$ cat src/rtl/led_chain_pkg.sv
package led_chain_pkg;
   localparam int unsigned DEF_CHANNELS    = 10;
   localparam int unsigned DEF_SYNC_STAGES = 2;

   // Bit positions of the inputs inside the synchronizer bundle.
   localparam int unsigned IDX_SCLK  = 0;
   localparam int unsigned IDX_DIN   = 1;
   localparam int unsigned IDX_LATCH = 2;
   localparam int unsigned IDX_BLANK = 3;
   localparam int unsigned IDX_FAULT = 4;
   localparam int unsigned SYNC_W    = 5;
endpackage

$ cat src/rtl/led_sync.sv
module led_sync #(
   parameter int unsigned W      = 1,
   parameter int unsigned STAGES = 2
) (
   input  logic         clk,
   input  logic         rst_n,
   input  logic [W-1:0] d,
   output logic [W-1:0] q
);
   generate
      if (STAGES < 2) begin : g_bad_depth
         $error("led_sync: STAGES must be at least 2");
      end
   endgenerate

   logic [W-1:0] stage_q [STAGES];

   generate
      for (genvar s = 0; s < STAGES; s++) begin : g_stage
         if (s == 0) begin : g_first
            always_ff @(posedge clk or negedge rst_n) begin
               if (!rst_n) stage_q[s] <= '0;
               else        stage_q[s] <= d;
            end
         end else begin : g_next
            always_ff @(posedge clk or negedge rst_n) begin
               if (!rst_n) stage_q[s] <= '0;
               else        stage_q[s] <= stage_q[s-1];
            end
         end
      end
   endgenerate

   assign q = stage_q[STAGES-1];
endmodule

$ cat src/rtl/led_shift.sv
module led_shift #(
   parameter int unsigned N = 10
) (
   input  logic         clk,
   input  logic         rst_n,
   input  logic         sclk_s,
   input  logic         din_s,
   output logic         rise,
   output logic [N-1:0] sreg
);
   logic sclk_prev;

   always_ff @(posedge clk or negedge rst_n) begin
      if (!rst_n) sclk_prev <= 1'b0;
      else        sclk_prev <= sclk_s;
   end

   assign rise = sclk_s & ~sclk_prev;

   // Newest bit enters stage 0; the oldest sits in stage N-1.
   always_ff @(posedge clk or negedge rst_n) begin
      if (!rst_n)    sreg <= '0;
      else if (rise) sreg <= {sreg[N-2:0], din_s};
   end
endmodule

$ cat src/rtl/led_gate.sv
module led_gate #(
   parameter int unsigned N = 10
) (
   input  logic         clk,
   input  logic         rst_n,
   input  logic         load,
   input  logic [N-1:0] sreg,
   input  logic         blank_s,
   input  logic         fault_s,
   output logic [N-1:0] latch_q,
   output logic [N-1:0] chan_on
);
   logic enable;
   assign enable = ~blank_s & ~fault_s;

   generate
      for (genvar c = 0; c < N; c++) begin : g_chan
         always_ff @(posedge clk or negedge rst_n) begin
            if (!rst_n)    latch_q[c] <= 1'b0;
            else if (load) latch_q[c] <= sreg[c];
         end
         assign chan_on[c] = latch_q[c] & enable;
      end
   endgenerate
endmodule

$ cat src/rtl/led_chain_ctrl.sv
module led_chain_ctrl
   import led_chain_pkg::*;
#(
   parameter int unsigned NUM_CH      = DEF_CHANNELS,
   parameter int unsigned SYNC_STAGES = DEF_SYNC_STAGES
) (
   input  logic              clk,
   input  logic              rst_n,
   input  logic              ser_clk,
   input  logic              ser_din,
   input  logic              latch_en,
   input  logic              blank,
   input  logic              fault_ov,
   output logic              ser_dout,
   output logic [NUM_CH-1:0] chan_on
);
   generate
      if (NUM_CH < 2) begin : g_bad_width
         $error("led_chain_ctrl: NUM_CH must be at least 2");
      end
   endgenerate

   logic [SYNC_W-1:0] raw_in;
   logic [SYNC_W-1:0] syn_in;
   logic              sclk_s, din_s, latch_s, blank_s, fault_s;
   logic              sh_rise;
   logic [NUM_CH-1:0] sreg_q;
   logic [NUM_CH-1:0] latch_q;

   always_comb begin
      raw_in            = '0;
      raw_in[IDX_SCLK]  = ser_clk;
      raw_in[IDX_DIN]   = ser_din;
      raw_in[IDX_LATCH] = latch_en;
      raw_in[IDX_BLANK] = blank;
      raw_in[IDX_FAULT] = fault_ov;
   end

   led_sync #(.W(SYNC_W), .STAGES(SYNC_STAGES)) sync_i (
      .clk   (clk),
      .rst_n (rst_n),
      .d     (raw_in),
      .q     (syn_in)
   );

   assign sclk_s  = syn_in[IDX_SCLK];
   assign din_s   = syn_in[IDX_DIN];
   assign latch_s = syn_in[IDX_LATCH];
   assign blank_s = syn_in[IDX_BLANK];
   assign fault_s = syn_in[IDX_FAULT];

   led_shift #(.N(NUM_CH)) shift_i (
      .clk    (clk),
      .rst_n  (rst_n),
      .sclk_s (sclk_s),
      .din_s  (din_s),
      .rise   (sh_rise),
      .sreg   (sreg_q)
   );

   assign ser_dout = sreg_q[NUM_CH-1];

   led_gate #(.N(NUM_CH)) gate_i (
      .clk     (clk),
      .rst_n   (rst_n),
      .load    (latch_s),
      .sreg    (sreg_q),
      .blank_s (blank_s),
      .fault_s (fault_s),
      .latch_q (latch_q),
      .chan_on (chan_on)
   );
endmodule

$ cat config.mk
export PLATFORM = sky130hd
export DESIGN_NAME = led_chain_ctrl
export DESIGN_NICKNAME = d
export VERILOG_FILES = /design/src/rtl/led_chain_pkg.sv /design/src/rtl/led_sync.sv /design/src/rtl/led_shift.sv /design/src/rtl/led_gate.sv /design/src/rtl/led_chain_ctrl.sv
export SDC_FILE = /design/constraint.sdc
export NUM_CORES = 1
export LEC_CHECK = 0
export BUFFER_PORTS_ARGS = -buffer_cell sky130_fd_sc_hd__buf_2
export CAP_MARGIN = 10
export CORE_UTILIZATION = 53
export DETAILED_ROUTE_END_ITERATION = 6
export PLACE_DENSITY_LB_ADDON = 0.08
export SETUP_SLACK_MARGIN = 0.2
export SLEW_MARGIN = 20
export SYNTH_ARGS = -nofsm -noshare
export SYNTH_HDL_FRONTEND = slang
export SYNTH_SLANG_ARGS = --single-unit
$ cat constraint.sdc
create_clock -name clk -period 1.4 [get_ports clk]
set_input_delay 0.21 -clock clk [delete_from_list [all_inputs] [get_ports clk]]
set_output_delay 0.21 -clock clk [all_outputs]
set_load 0.02 [all_outputs]
# Word-level counts from Yosys, hierarchy flattened
# Index checks and enable logic that the tools add are counted.
# totals
regBits	31
output_inout_bits	11
wordCells	29
# classes
n_bitwise	15
# op_table
cell	n
1-bit bitwise AND	12
1-bit inverter	3

# Longest topological paths before layout
# Gate-level depths: netlist of the first run.
# depth
depth_word	3
mapped_depth	3

# Cells and area by module
# Synthesis of the first run repeated with hierarchy kept, for this count alone.
# hier_totals
hier_cells	71
hier_area_um2	1239.9
# by_module_without_submodules
module	cells_per_inst	seq_area_each_um2	area_each_um2	n_inst
led_gate	33	250.2	496.7	1
led_shift	23	275.3	455.4	1
led_sync	15	250.2	287.8	1

# Worst setup path before layout of the first run
# No wires, ideal clock.
# synth_path
kind	flip-flop to output port
from	register sync_i.stage_q, in the netlist sync_i.q[4]
to	output port chan_on[0]
path_stages_with_launch	3
arrival_time_ns	0.872
required_time_ns	1.190
setup_slack_ns	0.318
path_cell_list	dfrtp_1 nor2_1 and2_1
# synth_between
elab_chain_cells	3
# synth_rtl
item	line	text
start: declaration	led_sync.sv:16	logic [W-1:0] stage_q [STAGES];
start signal: indexed assignment	led_sync.sv:28	else stage_q[s] <= stage_q[s-1];
1-bit inverter	led_gate.sv:14	assign enable = ~blank_s & ~fault_s;
1-bit bitwise AND	led_gate.sv:14	
1-bit bitwise AND	led_gate.sv:22	assign chan_on[c] = latch_q[c] & enable;
end: declaration	led_chain_ctrl.sv:15	output logic [NUM_CH-1:0] chan_on
# No other way between the ends.

# Final worst setup path of the first run
# layout_path
from	register sync_i.stage_q, in the netlist sync_i.q[3]
to	output port chan_on[3]
# The elaborated chain is that of the path after synthesis.

==> results of run 1 <==
cells in the final DEF (no fill, tap or decap):
cell	count
and2_1	3
and2_4	7
buf_12	2
buf_2	7
buf_4	3
buf_6	11
clkbuf_1	1
clkbuf_4	5
dfrtp_1	30
dfrtp_2	1
dlygate4sd3_1	6
mux2_2	10
mux2_4	10
nor2_4	1
nor2b_4	1
cell families (layout without fill, tap and decap cells):
kind of cell           Yosys count  count (layout)  synth area share (%)
buffers and inverters            2              35                  2.19
and+or+nand+nor                 12              12                  7.00
muxes                           20              20                  23.0
DFF                             31              31                  67.8
sequential cells by signal (all words and copies together) (netlist names):
register / cells
sync_i.stage_q: 5
sync_i.q: 5
shift_i.sclk_prev: 1
shift_i.sreg: 10
gate_i.latch_q: 10
timing repair:
action	4_1_cts	5_1_grt
endpoints found under the hold margin	20	0
pin swaps	0	8
gates resized for setup	12	21
cloned	0	1
setup endpoints to repair	16	19
setup buffers	3	0
hold buffers	6	0
path summary, 6_finish.rpt:
path,from,endpoint,slack (ns),cells after the start
min,rst_n,shift_i.sreg[8],0.34,2
max,sync_i.q[3],chan_on[3],-0.06,4
min reg2reg,sync_i.stage_q[9],sync_i.q[4],0.35,0
max reg2reg,shift_i.sclk_prev,shift_i.sreg[2],0.30,3
min in group clk,sync_i.stage_q[9],sync_i.q[4],0.35,0
max in group asynchronous,rst_n,sync_i.q[2],0.65,3
routing by layer:
layer	vias to the layer above	track usage, %	wire length (um)
li1	287	-	-
met1	308	23.9	785
met2	16	25.1	815
met3	6	8.49	74
met4	0	8.82	38
met5	-	0	0
cells in the mapped netlist:
master and count:
nor2_1 1, and2_1 10, dfrtp_1 31, nor2b_4 1, buf_2 1, buf_12 1
mux2_2 10, mux2_4 10
area by class of cell:
type,instances,share of cell area (%)
tap,27,2.25
timing repair buffer,29,18.7
sequential,31,51.7
multi-input combinational,32,24.5
clock buffer,6,2.75
per-stage QoR:
stage	hold WS (ns)	instance area [um2]
6_report	0.338	1500
3_5_place_dp	0.150	1260
2_1_floorplan	-0.0856	1140
5_1_grt	0.347	1500
3_3_place_gp	0.141	1260
4_1_cts	0.350	1430
report_power, final:
part           internal, mW  switching (mW)  total [mW]
clock                 0.178           0.253       0.430
combinational         0.408           0.194       0.602
sequential             1.15           0.173        1.33
==> out/metrics.yaml, run 1 <==
sta:
  rsz_0062_raised_after_global_routing: "true"
  report.final.slew_viol_count: 0
  finalClockSkew_ns: 0.00441
  tns_ns: -0.472
  hold_viol: 0
  max_slew.worst_pin.slew_ns: 0.373
  max_clock_freq_ghz: 0.686
  period_needed_ns: 1.46
  fraction_of_the_cycle_the_final_worst_path_needs_pct: 104
  layout_setup_ws_ns: -0.0567
  slew_headroom_pct: 75.1
  setup_violations: 10
layout:
  seq_area_um2: 777
  utilization_pct: 75.0
  n_fill_cell: 127
  fin_nets: 106
  multi_input_comb_area_um2: 368
  stdcell_count: 125
  antenna_cells: 0
  post_route_cells_drive_above_1_share_pct: 59.2
  flow.area_growth_from_synthesis_pct: 31.3
critical_path:
  cp_num_buf_inv: 2
  path_class: "reg2out"
  critical_path_cell_by_cell: "nor2_4, buf_6, and2_1, buf_6"
  crit_path_max_cell_delay_ns: 0.40
  critPathSlowestCell: "dfrtp_1"
  critical_path_arrival_ns: 1.25
  crit_required_ns: 1.19
  critical_path.startpoint_type: "register"
  critical-path-top-cell-by-count: "buf_6"
  critical_path.top_delay_family: "flip-flops"
  critPathMaxFanout: 5
  end_kind: "primary output"
clock_network:
  tritoncts: "done"
  tritoncts.num_buffers: 5
  clkLatencyLatePin_ns: 0.32
  cts_htree_levels: 2
  tritoncts_num_sinks: 31
  bufs_on_longest_clock_path: 2
  ctsRootBufferMaster: "clkbuf_4"
  clkSlewWorstSetupHoldPaths_ns: 0.08
routing:
  drtAntennaViolNets: 0
  dr.first_iter.drc_count: 4
  drt-vias-per-instance: 4.94
  vias: 617
  wl_mm: 1.71
  drt-wirelength-per-cell_um: 13.7
  drt_pass1_iterations: 3
  detail_route.drc_violations: 0
logic_synthesis:
  yosys.cell_types.count: 8
  syn-instance-count: 65
  largest_cells_by_area_after_synthesis: "dfrtp_1 68%, mux2_4 13%, mux2_2 9.8%"
  net_count_after_synthesis: 72
  yosysWarningCount: 0
  synth.cell_area_um2: 1140
  average_footprint_of_a_synthesized_cell_um2: 17.6
  synth.top_cell.area_share_pct: 67.8
  ys_seq_elements: 31
  yosys.area.top_type: "dfrtp_1"
  synth.yosys.seq_area_share_pct: 67.8
floorplan:
  core_region_area_um2: 2000
  die_w_um: 48.5
  die_h_um: 48.5
  initial_core_util_pct: 57.1
  die_area_um2: 2350
  core.rowCount: 16
  ioPinCount: 18
placed_design:
  dp_hpwl_mm: 1.03
  placement.setup.worst_slack_ns: 0.197
  routabilityCongestion: 0.651
  port_buffers: 17
  post-place-cells: 109
hold_path:
  worstHoldPathType: "in2async"
pwr:
  total_power_mw: 2.36
  max-vdd-ir-drop_mv: 0.976
  total_leakage_power_nw: 0.713
  power-per-cell-area_nw_per_um2: 1570
global_routing:
  grt_antenna_before_repair: 0
  groute.usage.overall_pct: 18.0
  grt_start_max_net_pins: 17
  grt_pass1_wl_mm: 2.88
  gr-total-overflow: 0
  grt_pass1_vias: 590
outcome:
  outcome: "finished with violations"
  failed_checks: "negative setup slack"
flow_run:
  maxCapViolations: 0
(Power assumes the default switching activity.)
==> run 2, diff against run 1 <==
Settings changed: CORE_UTILIZATION 53 to 48.
Clock period 1.4 ns to 1.3 ns, I/O delays scaled along.
==> out/metrics.yaml, run 2 (synthesis results as in run 1) <==
sta:
  max_clock_freq_ghz: 0.704
  period_needed_ns: 1.42
  finalClockSkew_ns: 0.00876  # +0.00435 ns
  timing.hold.ws_ns: 0.353  # +0.0142 ns
  report.final.slew_viol_count: 0  # unchanged
  fraction_of_the_cycle_the_final_worst_path_needs_pct: 109
  rsz_0062_raised_after_global_routing: "true"
  layout_setup_ws_ns: -0.119  # -0.0628 ns
  setup_violations: 10  # unchanged
  slew_headroom_pct: 75.3  # +0.14 points
  max_slew.worst_pin.slew_ns: 0.371  # -0.00209 ns
  hold_viol: 0  # unchanged
routing:
  drt-vias-per-instance: 4.72  # -4.5%
  route.met2.wl_um: 737  # -9.6%
  wl_mm: 1.58  # -7.8%
  detail_route.drc_violations: 0  # unchanged
  drtAntennaViolNets: 0  # unchanged
  vias: 613  # -0.65%
  detail_route.wirelength.met1_um: 737  # -6.1%
  dr.first_iter.drc_count: 3  # -1
  drt-wirelength-per-cell_um: 12.2  # -11%
  drt_pass1_iterations: 4  # +1
  maxUsedRoutingLayer: "met4"
  wire_length_on_met3_um: 69  # -6.8%
global_routing:
  grt_pass1_vias: 582  # -1.4%
  grt_antenna_before_repair: 0  # unchanged
  grt_pass1_wl_mm: 2.65  # -7.9%
  groute.usage.overall_pct: 15.6  # -2.5 points
  grt_start_max_net_pins: 32  # +15
  gr-total-overflow: 0  # unchanged
clock_network:
  clkLatencyLatePin_ns: 0.32  # about the same
  tritoncts_num_sinks: 31  # unchanged
  ctsRootBufferMaster: "clkbuf_4"
  bufs_on_longest_clock_path: 2  # unchanged
  clkSlewWorstSetupHoldPaths_ns: 0.09  # about the same
  tritoncts: "done"
  tritoncts.num_buffers: 5  # unchanged
  cts_htree_levels: 2  # unchanged
pwr:
  power-per-cell-area_nw_per_um2: 1840  # +17%
  max-vdd-ir-drop_mv: 1.46  # +49%
  total_leakage_power_nw: 0.750  # +5.2%
layout:
  leading_cell_types_in_the_layout_fill_and_taps_excluded: "31 x dfrtp_1, 13 x buf_6, 10 x and2_4, 10 x mux2_4, 10 x mux2_2"
  flow.area_growth_from_synthesis_pct: 37.0
  fin_nets: 108  # +1.9%
  seq_area_um2: 776  # -0.16%
  multi_input_comb_area_um2: 375  # +2.0%
  layout.cells.most_common: "dfrtp_1"
  post_route_cells_drive_above_1_share_pct: 63.7  # +4.5 points
  n_fill_cell: 155  # +22%
  utilization_pct: 70.1  # -4.9 points
  stdcell_count: 130  # +4.0%
  top_regs: "gate_i.latch_q (10), shift_i.sreg (10)"
  antenna_cells: 0  # unchanged
critical_path:
  crit_required_ns: 1.11  # -0.08 ns
  r2r_cells: 3  # unchanged
  end_kind: "primary output"
  crit_path_max_cell_delay_ns: 0.40  # about the same
  path_class: "reg2out"
  critPathMaxFanout: 7  # +2
  critical_path_cell_by_cell: "nor2_4, buf_6, and2_4, buf_6"
  critPathSlowestCell: "dfrtp_1"
  critical_path_arrival_ns: 1.22  # -0.03 ns
  critical-path-top-cell-by-count: "buf_6"
  critical_path.startpoint_type: "register"
floorplan:
  initial_core_util_pct: 51.2  # -5.9 points
  die_h_um: 50.8  # +4.9%
  ioPinCount: 18  # unchanged
  die_w_um: 50.8  # +4.9%
  core_region_area_um2: 2230  # +12%
  die_area_um2: 2580  # +10%
  core.rowCount: 17  # +1
outcome:
  outcome: "finished with violations"
  failed_checks: "negative setup slack"
placed_design:
  post-place-cells: 114  # +4.6%
  port_buffers: 17  # unchanged
  routabilityCongestion: 0.647  # -0.61%
  dp_hpwl_um: 979  # -4.6%
hold_path:
  min_path_cells: 0
  worstHoldPathType: "reg2reg"
flow_run:
  maxCapViolations: 0  # unchanged
## run 2: final timing paths
path / endpoint / start / slack [ns]
max in group asynchronous: gate_i.latch_q[2] / rst_n / 0.62
worst min register to register: sync_i.q[3] / sync_i.stage_q[8] / 0.35
worst min-delay path: sync_i.q[3] / sync_i.stage_q[8] / 0.35
worst max-delay path: chan_on[8] / sync_i.q[3] / -0.12
worst max register to register: shift_i.sreg[0] / shift_i.sclk_prev / 0.20
min in group asynchronous: shift_i.sreg[9] / rst_n / 0.40
## run 2: layer usage
metal	vias up	track usage, %
met3	5	6.25
met4	0	11.1
met2	17	21.3
met1	301	20.0
met5	-	0
li1	290	-
## run 2: final cells by class
cell class / count / share of cell area [%]
repair buffers: 31 / 18.8
multi-input cells: 32 / 24.0
clock inverters: 2 / 2.24
well taps: 28 / 2.24
clock buffers: 6 / 3.27
flip-flops and latches: 31 / 49.5
## run 2: power breakdown
part	total, mW	internal, mW	switching [mW]
combinational	0.702	0.485	0.217
clock	0.761	0.454	0.307
sequential	1.41	1.24	0.172
total	2.88	2.18	0.696
## run 2: critical path: cells and delay by family (launching register included)
| kind | cells | cell delay [ns] |
|---|---|---|
| buffers and inverters | 2 | 0.24 |
| and+or+nand+nor | 2 | 0.27 |
| DFF | 1 | 0.40 |
## run 2: through the flow
step | setup WS (ns) | setup TNS (ns) | power [mW] | area (um2)
after floorplan | 0.233 | 0 | 1.81 | 1140
after CTS | -0.133 | -1.29 | 2.86 | 1540
after global routing | -0.191 | -1.75 | 3.04 | 1570
after global placement | 0.212 | 0 | 1.97 | 1300
after detailed placement | 0.187 | 0 | 1.98 | 1300
final | -0.119 | -1.04 | 2.88 | 1570
## run 2: what timing repair did
action | CTS | global route
endpoints found under the setup margin | 12 | 21
buffers inserted | 0 | 2
hold buffers | 6 | 0
gates resized for setup | 32 | 4
endpoints found under the hold margin | 36 | 0
pin swaps | 11 | 0
==> run 3, diff against run 2 <==
Settings changed: REMOVE_ABC_BUFFERS set to 1.
==> out/metrics.yaml, run 3 (synthesis results as in run 1) <==
layout:
  post_route_cells_drive_above_1_share_pct: 63.5  # -0.26 points
  n_fill_cell: 161  # +3.9%
  fin_nets: 111  # +2.8%
  top_regs: "gate_i.latch_q (10), shift_i.sreg (10)"
  leading_cell_types_in_the_layout_fill_and_taps_excluded: "31 x dfrtp_1, 14 x buf_6, 10 x mux2_4, 10 x mux2_2, 9 x and2_4"
  antenna_cells: 0  # unchanged
  multi_input_comb_area_um2: 368  # -2.0%
  seq_area_um2: 776  # unchanged
  flow.area_growth_from_synthesis_pct: 37.1  # about the same
  layout.cells.most_common: "dfrtp_1"
critical_path:
  critical_path.startpoint_type: "register"
  regToRegSetupSlack_ns: 0.15  # -0.05 ns
  end_kind: "primary output"
  critical_path_cell_by_cell: "nor2_2, buf_4, and2_1, buf_4"
  critPathSlowestCell: "dfrtp_1"
  critPathMaxFanout: 3  # -4
  crit_required_ns: 1.11  # about the same
  critical_path_arrival_ns: 1.20  # -0.02 ns
  path_class: "reg2out"
  critical-path-top-cell-by-count: "buf_4"
  crit_path_max_cell_delay_ns: 0.38  # -0.02 ns
  cp_num_buf_inv: 2  # unchanged
  critical_path.top_delay_family: "flip-flops"
sta:
  finalClockSkew_ns: 0.00526  # -0.00349 ns
  setup_violations: 10  # unchanged
  tns_ns: -0.893  # +0.148 ns
  report.final.slew_viol_count: 0  # unchanged
  max_clock_freq_ghz: 0.716  # +1.7%
  period_needed_ns: 1.40  # -0.0234 ns
  hold_viol: 0  # unchanged
  layout_setup_ws_ns: -0.0961  # +0.0234 ns
  slew_headroom_pct: 87.9  # +13 points
  fraction_of_the_cycle_the_final_worst_path_needs_pct: 107  # -1.8 points
  rsz_0062_raised_after_global_routing: "true"
  timing.hold.ws_ns: 0.353  # +0.000944 ns
  max_slew.worst_pin.slew_ns: 0.182  # -0.189 ns
global_routing:
  grt_start_max_net_pins: 32  # unchanged
  grt_pass1_vias: 657  # +13%
  grt_pass1_wl_mm: 2.99  # +13%
  groute.usage.overall_pct: 17.8  # +2.2 points
  grt_antenna_before_repair: 0  # unchanged
  gr-total-overflow: 0  # unchanged
clock_network:
  clkSlewWorstSetupHoldPaths_ns: 0.08  # about the same
  tritoncts_num_sinks: 31  # unchanged
  ctsRootBufferMaster: "clkbuf_4"
  cts_htree_levels: 2  # unchanged
  tritoncts.num_buffers: 5  # unchanged
  clkLatencyLatePin_ns: 0.31  # about the same
  bufs_on_longest_clock_path: 2  # unchanged
  tritoncts: "done"
pwr:
  total_leakage_power_nw: 0.755  # +0.61%
  max-vdd-ir-drop_mv: 1.27  # -13%
  power-per-cell-area_nw_per_um2: 1710  # -7.0%
floorplan:
  die_w_um: 50.8  # unchanged
  ioPinCount: 18  # unchanged
  core.rowCount: 17  # unchanged
  die_h_um: 50.8  # unchanged
  initial_core_util_pct: 51.2  # unchanged
  core_region_area_um2: 2230  # unchanged
  die_area_um2: 2580  # unchanged
flow_run:
  maxCapViolations: 0  # unchanged
routing:
  vias: 634  # +3.4%
  detail_route.drc_violations: 0  # unchanged
  drt_pass1_iterations: 2  # -2
  dr.first_iter.drc_count: 7  # +4
  drt-vias-per-instance: 4.80  # +1.9%
  wl_mm: 1.72  # +8.6%
  drt-wirelength-per-cell_um: 13.0  # +7.0%
  drtAntennaViolNets: 0  # unchanged
outcome:
  failed_checks: "negative setup slack"
  outcome: "finished with violations"
hold_path:
  worstHoldPathType: "reg2reg"
placed_design:
  routabilityCongestion: 0.667  # +3.1%
  port_buffers: 17  # unchanged
-- run 3: path summary, 6_finish.rpt --
path                       depth (start not counted)              start                 to
max                                                4        sync_i.q[3]         chan_on[2]
min                                                0  sync_i.stage_q[5]        sync_i.q[0]
max reg2reg                                        3  shift_i.sclk_prev    shift_i.sreg[8]
min reg2reg                                        0  sync_i.stage_q[5]        sync_i.q[0]
max in group asynchronous                          3              rst_n  sync_i.stage_q[6]
min in group asynchronous                          3              rst_n  gate_i.latch_q[6]
-- run 3: timing repair --
action / CTS / global route
setup buffers: 2 / 2
pin swaps: 6 / 2
hold endpoints to repair: 36 / 0
setup endpoints to repair: 18 / 21
hold buffers: 6 / 0
resized for setup: 33 / 2
-- run 3: per-layer routing --
metal | up-vias | share of wire (%) | wire (um) | track usage [%]
li1 | 294 | - | - | -
met1 | 323 | 43 | 745 | 19.7
met2 | 13 | 52 | 897 | 27.8
met3 | 4 | 2.7 | 47 | 8.93
met4 | 0 | 1.5 | 25 | 9.72
met5 | - | 0 | 0 | 0
-- run 3: where the power goes --
group | switching (mW) | internal, mW
registers | 0.183 | 1.24
clock network | 0.288 | 0.250
logic | 0.222 | 0.491
-- run 3: through the flow --
step	power (mW)	util [%]	worst slack [ns]	instance area, um2	std cells
after floorplan	1.80	-	0.167	1120	63
after global placement	1.97	58.9	0.168	1320	115
after detailed placement	2.00	58.9	0.150	1320	115
after CTS	2.67	69.2	-0.118	1550	130
after global routing	2.84	70.2	-0.190	1570	132
final	2.68	70.2	-0.0961	1570	132
-- run 3: final cells by class --
| type | instances | share of cell area (%) |
|---|---|---|
| flip-flops and latches | 31 | 49.5 |
| multi-input cells | 32 | 23.5 |
| repair buffers | 34 | 21.2 |
| clock buffers | 6 | 3.27 |
| well taps | 28 | 2.23 |
| clock inverters | 1 | 0.319 |
